[src/rtl/uart_flag_pkg.sv]
package uart_flag_pkg;
   localparam int BYTE_W = 8;

   localparam int F_PAR  = 0;
   localparam int F_FRM  = 1;
   localparam int F_NSE  = 2;
   localparam int F_OVR  = 3;
   localparam int F_IDL  = 4;
   localparam int F_RXF  = 5;
   localparam int F_TXC  = 6;
   localparam int F_TXE  = 7;

   localparam logic [BYTE_W-1:0] STAT_RST = 8'hC0;

   typedef struct packed {
      logic par_ie;
      logic txe_ie;
      logic txc_ie;
      logic rx_ie;
      logic idl_ie;
      logic brk;
      logic err_ie;
      logic dtx_en;
      logic drx_en;
   } cfg_t;
endpackage

[src/rtl/uart_flag_cfg.sv]
module uart_flag_cfg
   import uart_flag_pkg::*;
(
   input  logic       clk,
   input  logic       rst_n,
   input  logic       wr_a,
   input  logic       wr_b,
   input  logic       wr_c,
   input  logic [4:0] wbits,
   input  logic       brk_done,
   output cfg_t       cfg_o,
   output logic [BYTE_W-1:0] rd_a,
   output logic [BYTE_W-1:0] rd_b,
   output logic [BYTE_W-1:0] rd_c
);
   cfg_t cfg_q;

   always_ff @(posedge clk or negedge rst_n) begin
      if (!rst_n) begin
         cfg_q <= '0;
      end else begin
         if (wr_a) cfg_q.par_ie <= wbits[0];
         if (wr_b) begin
            cfg_q.txe_ie <= wbits[0];
            cfg_q.txc_ie <= wbits[1];
            cfg_q.rx_ie  <= wbits[2];
            cfg_q.idl_ie <= wbits[3];
         end
         // break request: hardware completion beats a software write
         if (brk_done)  cfg_q.brk <= 1'b0;
         else if (wr_b) cfg_q.brk <= wbits[4];
         if (wr_c) begin
            cfg_q.err_ie <= wbits[0];
            cfg_q.dtx_en <= wbits[1];
            cfg_q.drx_en <= wbits[2];
         end
      end
   end

   assign cfg_o = cfg_q;
   assign rd_a  = {7'b0, cfg_q.par_ie};
   assign rd_b  = {3'b0, cfg_q.brk, cfg_q.idl_ie, cfg_q.rx_ie, cfg_q.txc_ie, cfg_q.txe_ie};
   assign rd_c  = {5'b0, cfg_q.drx_en, cfg_q.dtx_en, cfg_q.err_ie};
endmodule

[src/rtl/uart_flag_status.sv]
module uart_flag_status
   import uart_flag_pkg::*;
(
   input  logic              clk,
   input  logic              rst_n,
   input  logic              stat_rd,
   input  logic              stat_wr,
   input  logic              data_rd,
   input  logic              data_wr,
   input  logic [BYTE_W-1:0] wdata,
   input  logic [BYTE_W-1:0] ev,
   output logic [BYTE_W-1:0] stat_o
);
   localparam int ERR_N = F_IDL + 1;

   // snapshot of clear-by-sequence flags: error/idle group plus transmit-complete
   logic [ERR_N:0]      arm_q;
   logic [BYTE_W-1:0]   clr;

   always_ff @(posedge clk or negedge rst_n) begin
      if (!rst_n)               arm_q <= '0;
      else if (stat_rd)         arm_q <= {stat_o[F_TXC], stat_o[ERR_N-1:0]};
      else if (data_rd | data_wr) arm_q <= '0;
   end

   always_comb begin
      clr          = '0;
      clr[ERR_N-1:0] = {ERR_N{data_rd}} & arm_q[ERR_N-1:0];
      clr[F_RXF]   = data_rd | (stat_wr & ~wdata[F_RXF]);
      clr[F_TXC]   = (data_wr & arm_q[ERR_N]) | (stat_wr & ~wdata[F_TXC]);
      clr[F_TXE]   = data_wr;
   end

   for (genvar i = 0; i < BYTE_W; i++) begin : g_flag
      logic flag_q;
      always_ff @(posedge clk or negedge rst_n) begin
         if (!rst_n) flag_q <= STAT_RST[i];
         else        flag_q <= ev[i] | (flag_q & ~clr[i]);
      end
      assign stat_o[i] = flag_q;
   end
endmodule

[src/rtl/uart_flag_irq.sv]
module uart_flag_irq
   import uart_flag_pkg::*;
#(
   parameter int IRQ_REG = 1
)(
   input  logic              clk,
   input  logic              rst_n,
   input  logic [BYTE_W-1:0] stat,
   input  logic              par_ie,
   input  logic              txe_ie,
   input  logic              txc_ie,
   input  logic              rx_ie,
   input  logic              idl_ie,
   input  logic              err_ie,
   input  logic              dtx_en,
   input  logic              drx_en,
   output logic              irq_o,
   output logic              dma_tx_o,
   output logic              dma_rx_o
);
   logic irq_raw;

   always_comb begin
      irq_raw = (stat[F_PAR] & par_ie)
              | ((stat[F_FRM] | stat[F_NSE]) & err_ie)
              | (stat[F_OVR] & (rx_ie | err_ie))
              | (stat[F_IDL] & idl_ie)
              | (stat[F_RXF] & rx_ie)
              | (stat[F_TXC] & txc_ie)
              | (stat[F_TXE] & txe_ie);
   end

   if (IRQ_REG != 0) begin : g_irq_ff
      logic irq_q;
      always_ff @(posedge clk or negedge rst_n) begin
         if (!rst_n) irq_q <= 1'b0;
         else        irq_q <= irq_raw;
      end
      assign irq_o = irq_q;
   end else begin : g_irq_comb
      assign irq_o = irq_raw;
   end

   assign dma_tx_o = stat[F_TXE] & dtx_en;
   assign dma_rx_o = stat[F_RXF] & drx_en;
endmodule

[src/rtl/uart_flag_ctrl.sv]
module uart_flag_ctrl
   import uart_flag_pkg::*;
#(
   parameter int ADDR_W   = 3,
   parameter int STAT_OFS = 0,
   parameter int DATA_OFS = 1,
   parameter int CFGA_OFS = 2,
   parameter int CFGB_OFS = 3,
   parameter int CFGC_OFS = 4,
   parameter int IRQ_REG  = 1
)(
   input  logic              clk,
   input  logic              rst_n,
   input  logic              bus_sel,
   input  logic              bus_wr,
   input  logic              bus_rd,
   input  logic [ADDR_W-1:0] bus_addr,
   input  logic [7:0]        bus_wdata,
   output logic [7:0]        bus_rdata,
   input  logic [7:0]        ev_flags,
   input  logic              ev_break_stop,
   output logic              irq_o,
   output logic              dma_tx_req,
   output logic              dma_rx_req
);
   localparam int ADDR_SPAN = 1 << ADDR_W;
   localparam logic [ADDR_W-1:0] A_STAT = ADDR_W'(STAT_OFS);
   localparam logic [ADDR_W-1:0] A_DATA = ADDR_W'(DATA_OFS);
   localparam logic [ADDR_W-1:0] A_CFGA = ADDR_W'(CFGA_OFS);
   localparam logic [ADDR_W-1:0] A_CFGB = ADDR_W'(CFGB_OFS);
   localparam logic [ADDR_W-1:0] A_CFGC = ADDR_W'(CFGC_OFS);

   if (ADDR_W < 3 || ADDR_W > 16) begin : g_bad_aw
      $error("uart_flag_ctrl: ADDR_W out of range");
   end
   if (STAT_OFS >= ADDR_SPAN || DATA_OFS >= ADDR_SPAN || CFGA_OFS >= ADDR_SPAN ||
       CFGB_OFS >= ADDR_SPAN || CFGC_OFS >= ADDR_SPAN) begin : g_bad_ofs
      $error("uart_flag_ctrl: register offset outside address span");
   end
   if (STAT_OFS == DATA_OFS || STAT_OFS == CFGA_OFS || STAT_OFS == CFGB_OFS ||
       STAT_OFS == CFGC_OFS || DATA_OFS == CFGA_OFS || DATA_OFS == CFGB_OFS ||
       DATA_OFS == CFGC_OFS || CFGA_OFS == CFGB_OFS || CFGA_OFS == CFGC_OFS ||
       CFGB_OFS == CFGC_OFS) begin : g_bad_dup
      $error("uart_flag_ctrl: register offsets overlap");
   end
   if (IRQ_REG != 0 && IRQ_REG != 1) begin : g_bad_irq
      $error("uart_flag_ctrl: IRQ_REG must be 0 or 1");
   end

   logic rd_go, wr_go;
   logic stat_rd, stat_wr, data_rd, data_wr;
   logic wr_a, wr_b, wr_c;
   logic [BYTE_W-1:0] stat_q, rd_a, rd_b, rd_c;
   cfg_t cfg_q;

   assign rd_go   = bus_sel & bus_rd;
   assign wr_go   = bus_sel & bus_wr;
   assign stat_rd = rd_go & (bus_addr == A_STAT);
   assign stat_wr = wr_go & (bus_addr == A_STAT);
   assign data_rd = rd_go & (bus_addr == A_DATA);
   assign data_wr = wr_go & (bus_addr == A_DATA);
   assign wr_a    = wr_go & (bus_addr == A_CFGA);
   assign wr_b    = wr_go & (bus_addr == A_CFGB);
   assign wr_c    = wr_go & (bus_addr == A_CFGC);

   uart_flag_status u_status (
      .clk     (clk),
      .rst_n   (rst_n),
      .stat_rd (stat_rd),
      .stat_wr (stat_wr),
      .data_rd (data_rd),
      .data_wr (data_wr),
      .wdata   (bus_wdata),
      .ev      (ev_flags),
      .stat_o  (stat_q)
   );

   uart_flag_cfg u_cfg (
      .clk      (clk),
      .rst_n    (rst_n),
      .wr_a     (wr_a),
      .wr_b     (wr_b),
      .wr_c     (wr_c),
      .wbits    (bus_wdata[4:0]),
      .brk_done (ev_break_stop),
      .cfg_o    (cfg_q),
      .rd_a     (rd_a),
      .rd_b     (rd_b),
      .rd_c     (rd_c)
   );

   uart_flag_irq #(.IRQ_REG(IRQ_REG)) u_irq (
      .clk      (clk),
      .rst_n    (rst_n),
      .stat     (stat_q),
      .par_ie   (cfg_q.par_ie),
      .txe_ie   (cfg_q.txe_ie),
      .txc_ie   (cfg_q.txc_ie),
      .rx_ie    (cfg_q.rx_ie),
      .idl_ie   (cfg_q.idl_ie),
      .err_ie   (cfg_q.err_ie),
      .dtx_en   (cfg_q.dtx_en),
      .drx_en   (cfg_q.drx_en),
      .irq_o    (irq_o),
      .dma_tx_o (dma_tx_req),
      .dma_rx_o (dma_rx_req)
   );

   always_comb begin
      if (bus_addr == A_STAT)      bus_rdata = stat_q;
      else if (bus_addr == A_CFGA) bus_rdata = rd_a;
      else if (bus_addr == A_CFGB) bus_rdata = rd_b;
      else if (bus_addr == A_CFGC) bus_rdata = rd_c;
      else                         bus_rdata = '0;
   end
endmodule

[config.mk]
export PLATFORM = sky130hd
export DESIGN_NAME = uart_flag_ctrl
export DESIGN_NICKNAME = d
export VERILOG_FILES = /design/src/rtl/uart_flag_pkg.sv /design/src/rtl/uart_flag_cfg.sv /design/src/rtl/uart_flag_status.sv /design/src/rtl/uart_flag_irq.sv /design/src/rtl/uart_flag_ctrl.sv
export SDC_FILE = /design/constraint.sdc
export NUM_CORES = 1
export LEC_CHECK = 0
export ABC_AREA = 1
export CAP_MARGIN = 20
export CORE_MARGIN = 4
export CORE_UTILIZATION = 30
export CTS_CLUSTER_DIAMETER = 30
export DETAILED_ROUTE_END_ITERATION = 6
export DONT_BUFFER_PORTS = 1
export PLACE_DENSITY_LB_ADDON = 0.05
export SYNTH_ARGS = -nofsm -noshare
export SYNTH_HDL_FRONTEND = slang
export SYNTH_SLANG_ARGS = --single-unit
export TNS_END_PERCENT = 1
[constraint.sdc]
create_clock -name clk -period 1.1 [get_ports clk]
set_clock_uncertainty 0.05 [all_clocks]
set_input_delay 0.275 -clock clk [delete_from_list [all_inputs] [get_ports clk]]
set_output_delay 0.275 -clock clk [all_outputs]
set_load 0.01 [all_outputs]
-- Yosys cells after proc, flatten, opt, wreduce, memory -nomap -nowiden
Cells that the tools add are included.
- logic and storage cells: 93
- output and inout port bits: 11
- register bits: 24
- input bits: 25
- mux-type cells: 8
- equal/unequal tests: 4
- reduce and logical (&&, ||, !) cells: 3
- bitwise gates (word level): 59
- operator list (operator ; number):
    1-bit bitwise AND ; 29
    1-bit OR ; 19
    6-bit 2-to-1 mux ; 2
    5-bit 2-to-1 mux ; 2
    1-bit inverter ; 10
    8-bit 2-to-1 mux ; 1
    3-bit by 2-bit equality test with 1-bit output (second input constant) ; 2
    5-bit bitwise AND ; 1
    2-bit nonzero test ; 2
    3-bit by 1-bit equality test with 1-bit output (second input constant) ; 1
    3-bit equality test (second input constant) ; 1
    3-bit logical NOT ; 1
    3-bit 2-to-1 mux ; 1
    1-bit 2-to-1 mux ; 2

-- Longest topological paths before layout
Gate-level depths: netlist (run 1).
- word-level depth: 8
- gate-level depth with buffers: 6

-- By module
From an unflattened synthesis (run 1), not the netlist that was laid out.
- cell total of the unflattened synthesis: 213
- area, all modules: 1646.6 um^2
- modules (own cells, without submodules) (module ; area an instance (um^2) ; sequential area each (um^2) ; cells an instance ; instances):
    uart_flag_status ; 620.6 ; 352.8 ; 67 ; 1
    uart_flag_cfg ; 543.0 ; 225.2 ; 64 ; 1
    uart_flag_ctrl ; 391.6 ; 0.0 ; 64 ; 1
    uart_flag_irq ; 91.3 ; 25.0 ; 18 ; 1

-- Least setup slack after synthesis (run 1)
No wires, ideal clock.
- path kind: input port to output port
- start: input bus_addr[2]
- end: output bus_rdata[1]
- stages on the path: 5
- data required time: 0.775 ns
- path buffers: 0
- arrival: 0.812 ns
- setup slack: -0.037 ns
- cell sequence: inv_1 nand2_2 nor2_8 nand2_1 o211ai_1
- longest elaborated chain between the ends: 5
- elaborated cells between the ends (all ways): 8
- ends and longest elaborated chain (what ; line ; source):
    from (decl) ; uart_flag_ctrl.sv:17 ; input logic [ADDR_W-1:0] bus_addr,
    3-bit equality test ; uart_flag_ctrl.sv:113 ; else if (bus_addr == A_CFGC) bus_rdata = rd_c;
    3-bit 2-to-1 mux ; uart_flag_ctrl.sv:113 ;
    5-bit 2-to-1 mux ; uart_flag_ctrl.sv:112 ; else if (bus_addr == A_CFGB) bus_rdata = rd_b;
    5-bit 2-to-1 mux ; uart_flag_ctrl.sv:111 ; else if (bus_addr == A_CFGA) bus_rdata = rd_a;
    8-bit 2-to-1 mux * ; uart_flag_ctrl.sv:110 ; if (bus_addr == A_STAT) bus_rdata = stat_q;
    to (decl) ; uart_flag_ctrl.sv:19 ; output logic [7:0] bus_rdata,
Mark *: on every way between the ends. The rest lies on a longest branch, timed or not.

-- Worst setup path in the final report (run 1)
- start: register u_status.g_flag[2].flag_q
- end: output bus_rdata[2]
- longest elaborated chain between the ends: 1
- ends and longest elaborated chain (what ; line ; source):
    from (decl) ; uart_flag_status.sv:35 ; logic flag_q;
    from (signal assigned) ; uart_flag_status.sv:37 ; if (!rst_n) flag_q <= STAT_RST[i];
    from (signal assigned) ; uart_flag_status.sv:38 ; else flag_q <= ev[i] | (flag_q & ~clr[i]);
    8-bit 2-to-1 mux ; uart_flag_ctrl.sv:110 ;
No other way between the ends.

==> results of run 1 <==
-- layout make-up --
class | instances | area share
timing repair buffer | 16 | 0.101
tap | 48 | 0.0400
multi-input combinational | 98 | 0.344
clock inverter | 1 | 0.0200
clock buffer | 3 | 0.0275
inverter | 26 | 0.0650
sequential | 24 | 0.403
-- sequential cells by signal (all words and copies together) (netlist names) --
signal                  cells
u_irq.irq_o                 1
u_status.g_flag.flag_q      8
u_status.arm_q              6
u_cfg.cfg_o                 9
-- metrics by stage --
stage	utilization	instances	area, um2	hold WS [ns]	power (mW)
5_1_grt	0.398	216	1500	0.0315	2.36
4_1_cts	0.398	216	1500	0.0115	2.26
6_report	0.398	216	1500	0.0178	2.23
2_1_floorplan	-	148	1210	-0.0706	1.30
3_5_place_dp	0.365	209	1380	-0.0699	1.43
3_3_place_gp	0.365	209	1380	-0.0699	1.42
-- cells by family (layout without fill, tap and decap cells) --
group | after synthesis | in the layout | synth area share
AOI/OAI and AO/OA | 24 | 24 | 0.121
buffers and inverters | 26 | 46 | 0.0808
DFF | 24 | 24 | 0.499
and+or+nand+nor | 74 | 74 | 0.298
-- critical path, delay by kind of cell, from the launching register on --
kind                   cells  cell delay (ns)
DFF                        1             0.37
AOI/OAI and AO/OA          1             0.21
buffers and inverters      2             0.21
-- synthesized netlist by cell type (all sizes together) --
library cell,instances
inv,26
nand4,5
nand3,6
a21o,1
a21oi,1
nor2,9
nor3,2
dfstp,2
dfrtp,22
nand2,52
o21ai,17
o21bai,3
o211ai,2
-- final timing paths --
check / from / endpoint / slack (ns) / depth (start not counted)
max: u_status.g_flag[2].flag_q / bus_rdata[2] / -0.29 / 3
min: ev_flags[6] / u_status.g_flag[6].flag_q / 0.02 / 2
max reg2reg: u_status.g_flag[2].flag_q / u_irq.irq_o / 0.02 / 5
min reg2reg: u_cfg.cfg_o[3] / u_cfg.cfg_o[3] / 0.46 / 2
max in group asynchronous: rst_n / u_status.g_flag[7].flag_q / 0.39 / 2
min in group asynchronous: rst_n / u_status.g_flag[3].flag_q / 0.38 / 2
-- power groups by stage --
stage	sequential (mW)	clock, mW	combinational [mW]
2_1_floorplan	1.07	0	0.227
3_3_place_gp	1.09	0	0.326
3_5_place_dp	1.09	0	0.337
4_1_cts	1.08	0.808	0.381
5_1_grt	1.09	0.847	0.431
6_report	1.07	0.786	0.373
-- routing by layer --
metal	GRT usage	vias to the layer above
met1	0.176	447
met4	0.0501	0
li1	-	511
met2	0.183	40
met3	0.0309	5
met5	0	-
-- what timing repair did --
item,4_1_cts,5_1_grt
endpoints found under the setup margin,10,11
pin swaps,6,0
setup buffers,1,0
endpoints found under the hold margin,24,0
resized for setup,9,1
hold buffers,2,0
==> impl_metrics.yaml, run 1 <==
logic_synthesis:
  synth_top_area_frac: 0.456
  synth_area_leaders: "dfrtp_1, nand2_1, inv_1, o21ai_0, dfstp_2"
  synth_area_um2: 1210
  ys_ff_latch: 24
  ys.warnings.count: 0
  avgSynthCellArea_um2: 8.16
  netlist_instances: 148
  syn-num-nets: 173
  synth_seq_area_share: 0.499
  synth_cell_types: 20
  synth.largest_area_cell: "dfrtp_1"
run_status:
  status: "finished with violations"
  failed_checks: "setup timing"
worst_hold_path:
  hp-class: "in -> reg"
timing:
  fmax_ghz: 0.717
  slew_headroom: 0.829
  rsz0062_at_grt: "true"
  hold_viol: 0
  setup_slack_ns: -0.295
  setup_viol: 10
  finalCritPeriodShare: 1.27
  tightestPinTransition_ns: 0.256
  slew_violations: 0
  post-route-min-period_ns: 1.39
  fin_setup_tns_ns: -1.89
cells_and_area:
  final_common_cell: "nand2_1"
  num_antenna_cells: 0
  regArea_um2: 604
  multi_input_area_um2: 517
  layout.nets: 194
  drive_gt1_frac: 0.250
  final_cell_mix: "nand2_1, dfrtp_1, inv_1, o21ai_0, buf_4"
  syn2layout_area_growth_pct: 24.4
  fillers: 401
floorplan:
  start_util: 0.320
  die_height_um: 71.4
  die_x_um: 71.4
  fp-row-count: 22
  io_pins: 36
  die_area_um2: 5100
  core-area_um2: 3770
placement:
  dp_hpwl_um: 2340
  gp_congestion: 0.779
  dp_slack_ns: -0.164
  portBuffers: 0
detailed_routing:
  wl_met2_um: 1280
  via_count: 1003
  totalWireLength_um: 2940
  postRouteAntennaNets: 0
  drtIter0Drc: 56
  drtPass1Iterations: 4
  wl_per_cell_um: 13.6
  wl_met1_um: 1350
  via_per_inst: 4.64
  maxUsedRoutingLayer: "met4"
  routed-wl-met3_um: 261
  drcViolationCount: 0
cts:
  cts_max_path_buffers: 2
  clk_pin_slew_ns: 0.09
  clk_latency_ns: 0.27
  root_buffer: "clkbuf_8"
  cts-buffers-inserted: 3
  cts_tree: "built"
  cts_sinks: 24
  ctsHtreeMaxLevel: 1
grt:
  grt_pass1_wl_um: 4990
  grt_usage: 0.125
  grt_pass1_vias: 1019
  grt.overflow.total: 0
  grt_max_degree: 25
  antenna_found_initial: 0
critical_path:
  crit_chain: "inv_2 > o211ai_1 > buf_4"
  crit_type: "reg -> out"
  end_kind: "output pin"
  arrival_ns: 1.07
  cp_max_fo: 2
  required_ns: 0.77
  slowest_delay_ns: 0.37
  critPathLaunchType: "flop"
  slowest_stage: "dfrtp_1"
power_and_ir_drop:
  internal_power_mw: 1.65
  ir_drop_uv: 641
  seqPwrFrac: 0.481
  power_leakage_nw: 0.789
  pwr_density_cell_nw_per_um2: 1490
  clkPwrFrac: 0.352
  switching_share: 0.263
  switchingPower_uw: 587
  power_frac_comb: 0.167
flow_run:
  maxCapViolCount: 0
No activity file was read; power rests on OpenSTA's default activity.
==> run 2: changes to the inputs <==
--- a/config.mk
+++ b/config.mk
@@ -11,8 +11,8 @@
 export CORE_UTILIZATION = 30
 export CTS_CLUSTER_DIAMETER = 30
 export DETAILED_ROUTE_END_ITERATION = 6
-export DONT_BUFFER_PORTS = 1
 export PLACE_DENSITY_LB_ADDON = 0.05
+export RECOVER_POWER = 50
 export SYNTH_ARGS = -nofsm -noshare
 export SYNTH_HDL_FRONTEND = slang
 export SYNTH_SLANG_ARGS = --single-unit
==> run 2 against run 1 <==
Compared with the run above:
- the run still ends with setup timing left
- critical endpoint is now bus_rdata[7]
- register-to-register slack gained 0.05 ns
- maximum frequency grew 0.89%
- worst hold slack gained 0.36 ns
- utilization grew 13 points
- worst setup slack gained 0.012 ns
- highest routed layer unchanged
==> impl_metrics.yaml, run 2 (synthesis gave the netlist of run 1 again) <==
cells_and_area:
  layout.nets: 249
  fin_area_um2: 2000
  fillers: 367
  largest_reg_flops: 9
  final_common_cell: "nand2_1"
  syn2layout_area_growth_pct: 65.6
  final_cell_mix: "nand2_1, buf_4, dfrtp_1, inv_1, clkdlybuf4s50_1"
  drive_gt1_frac: 0.417
  num_antenna_cells: 0
grt:
  grt_pass1_vias: 1247
  grt_max_degree: 25
  grt.overflow.total: 0
  grt_usage: 0.147
  grt_pass1_wl_um: 5930
  antenna_found_initial: 0
timing:
  slew_headroom: 0.585
  fin_setup_tns_ns: -2.41
  setup_viol: 10
  tightestPinTransition_ns: 0.622
  rsz0062_at_grt: "true"
  fmax_ghz: 0.723
  finalCritPeriodShare: 1.26
  setup_slack_ns: -0.282
  slew_violations: 0
  hold_viol: 0
  post-route-min-period_ns: 1.38
floorplan:
  io_pins: 36
  fp-row-count: 22
  die_height_um: 71.4
  die_area_um2: 5100
  start_util: 0.320
  die_x_um: 71.4
  core-area_um2: 3770
placement:
  portBuffers: 34
  dp_hpwl_um: 2480
  gp_congestion: 0.780
  place_area_um2: 1830
detailed_routing:
  drtIter0Drc: 59
  drcViolationCount: 0
  postRouteAntennaNets: 0
  totalWireLength_um: 3360
  wl_per_cell_um: 12.4
  drtPass1Iterations: 4
  via_count: 1186
  via_per_inst: 4.38
cts:
  clk_pin_slew_ns: 0.08
  root_buffer: "clkbuf_8"
  cts-buffers-inserted: 3
  ctsHoldBuffers: 0
  cts_tree: "built"
  cts_max_path_buffers: 2
  clk_latency_ns: 0.27
  cts_sinks: 24
  ctsHtreeMaxLevel: 1
critical_path:
  arrival_ns: 1.06
  end_kind: "output pin"
  cp_max_fo: 3
  crit_start: "u_status.g_flag[7].flag_q"
  slowest_stage: "dfstp_2"
  critPathLaunchType: "flop"
  crit_type: "reg -> out"
  crit_chain: "inv_1 > nor2_1 > buf_2"
  slowest_delay_ns: 0.55
  required_ns: 0.77
  reg2reg_from: "u_status.g_flag[2].flag_q"
power_and_ir_drop:
  ir_drop_uv: 579
  power_leakage_nw: 1.04
  pwr_density_cell_nw_per_um2: 1150
run_status:
  status: "finished with violations"
  failed_checks: "setup timing"
worst_hold_path:
  hp-class: "in -> reg"
  worstHoldStart: "bus_addr[0]"
flow_run:
  maxCapViolCount: 0
==> run 2: cell count changes in the layout (fill, tap and decap cells not counted), moves of 4 or more <==
cell / delta
buf_2: +10
buf_4: +21
buf_6: +4
clkdlybuf4s50_1: +17
nand2_1: -8
nand2_2: +7
o21ai_0: -8
o21ai_1: +8
==> run 2: power by group <==
group / switching [mW] / internal [mW]
registers: 0.0558 / 1.00
logic: 0.296 / 0.337
clock network: 0.282 / 0.320
total: 0.634 / 1.66
==> run 2: stage by stage <==
step | total power, mW | util | instances | hold slack (ns) | setup slack [ns]
global placement | 1.66 | 0.485 | 258 | 0.425 | -1.16
detailed placement | 1.67 | 0.485 | 258 | 0.438 | -1.16
global route | 2.44 | 0.530 | 271 | 0.399 | -0.331
CTS | 2.29 | 0.516 | 269 | 0.303 | -0.301
finish | 2.29 | 0.530 | 271 | 0.376 | -0.282
floorplan | 1.30 | - | 148 | -0.0706 | -0.00849
==> run 2: worst max-delay path, delay by kind of cell (launching register included) <==
| family | cells | cell delay, ns |
|---|---|---|
| buf+inv | 2 | 0.17 |
| flops | 1 | 0.55 |
| simple gates | 1 | 0.07 |
==> run 2: repair_timing <==
item / CTS / global route
setup buffers: 7 / 2
setup endpoints to repair: 35 / 34
gates resized for setup: 85 / 23
pin swaps: 11 / 3
==> run 2: final timing paths <==
path                            slack, ns                   endpoint  cells after the start
min in group asynchronous            0.42  u_status.g_flag[5].flag_q                      2
max in group asynchronous            0.17             u_cfg.cfg_o[1]                      2
worst max-delay path                -0.28               bus_rdata[7]                      3
worst min register to register       0.46          u_status.arm_q[5]                      2
worst max register to register       0.07                u_irq.irq_o                      5
worst min-delay path                 0.38             u_cfg.cfg_o[1]                      4
==> run 2: layout make-up <==
| type | count | area [um2] | share of cell area |
|---|---|---|---|
| Clock buffer | 4 | 55.1 | 0.0275 |
| Inverter | 26 | 108 | 0.0538 |
| Multi-Input combinational cell | 98 | 581 | 0.290 |
| Sequential cell | 24 | 603 | 0.302 |
| Tap cell | 48 | 60.1 | 0.0300 |
| Timing Repair Buffer | 71 | 593 | 0.297 |
==> run 2: metal layers <==
metal / track usage / up-vias / wire length (um)
met1: 0.204 / 536 / 1560
li1: - / 617 / -
met3: 0.0238 / 4 / 173
met2: 0.234 / 29 / 1590
met4: 0.0501 / 0 / 43
met5: 0 / - / 0
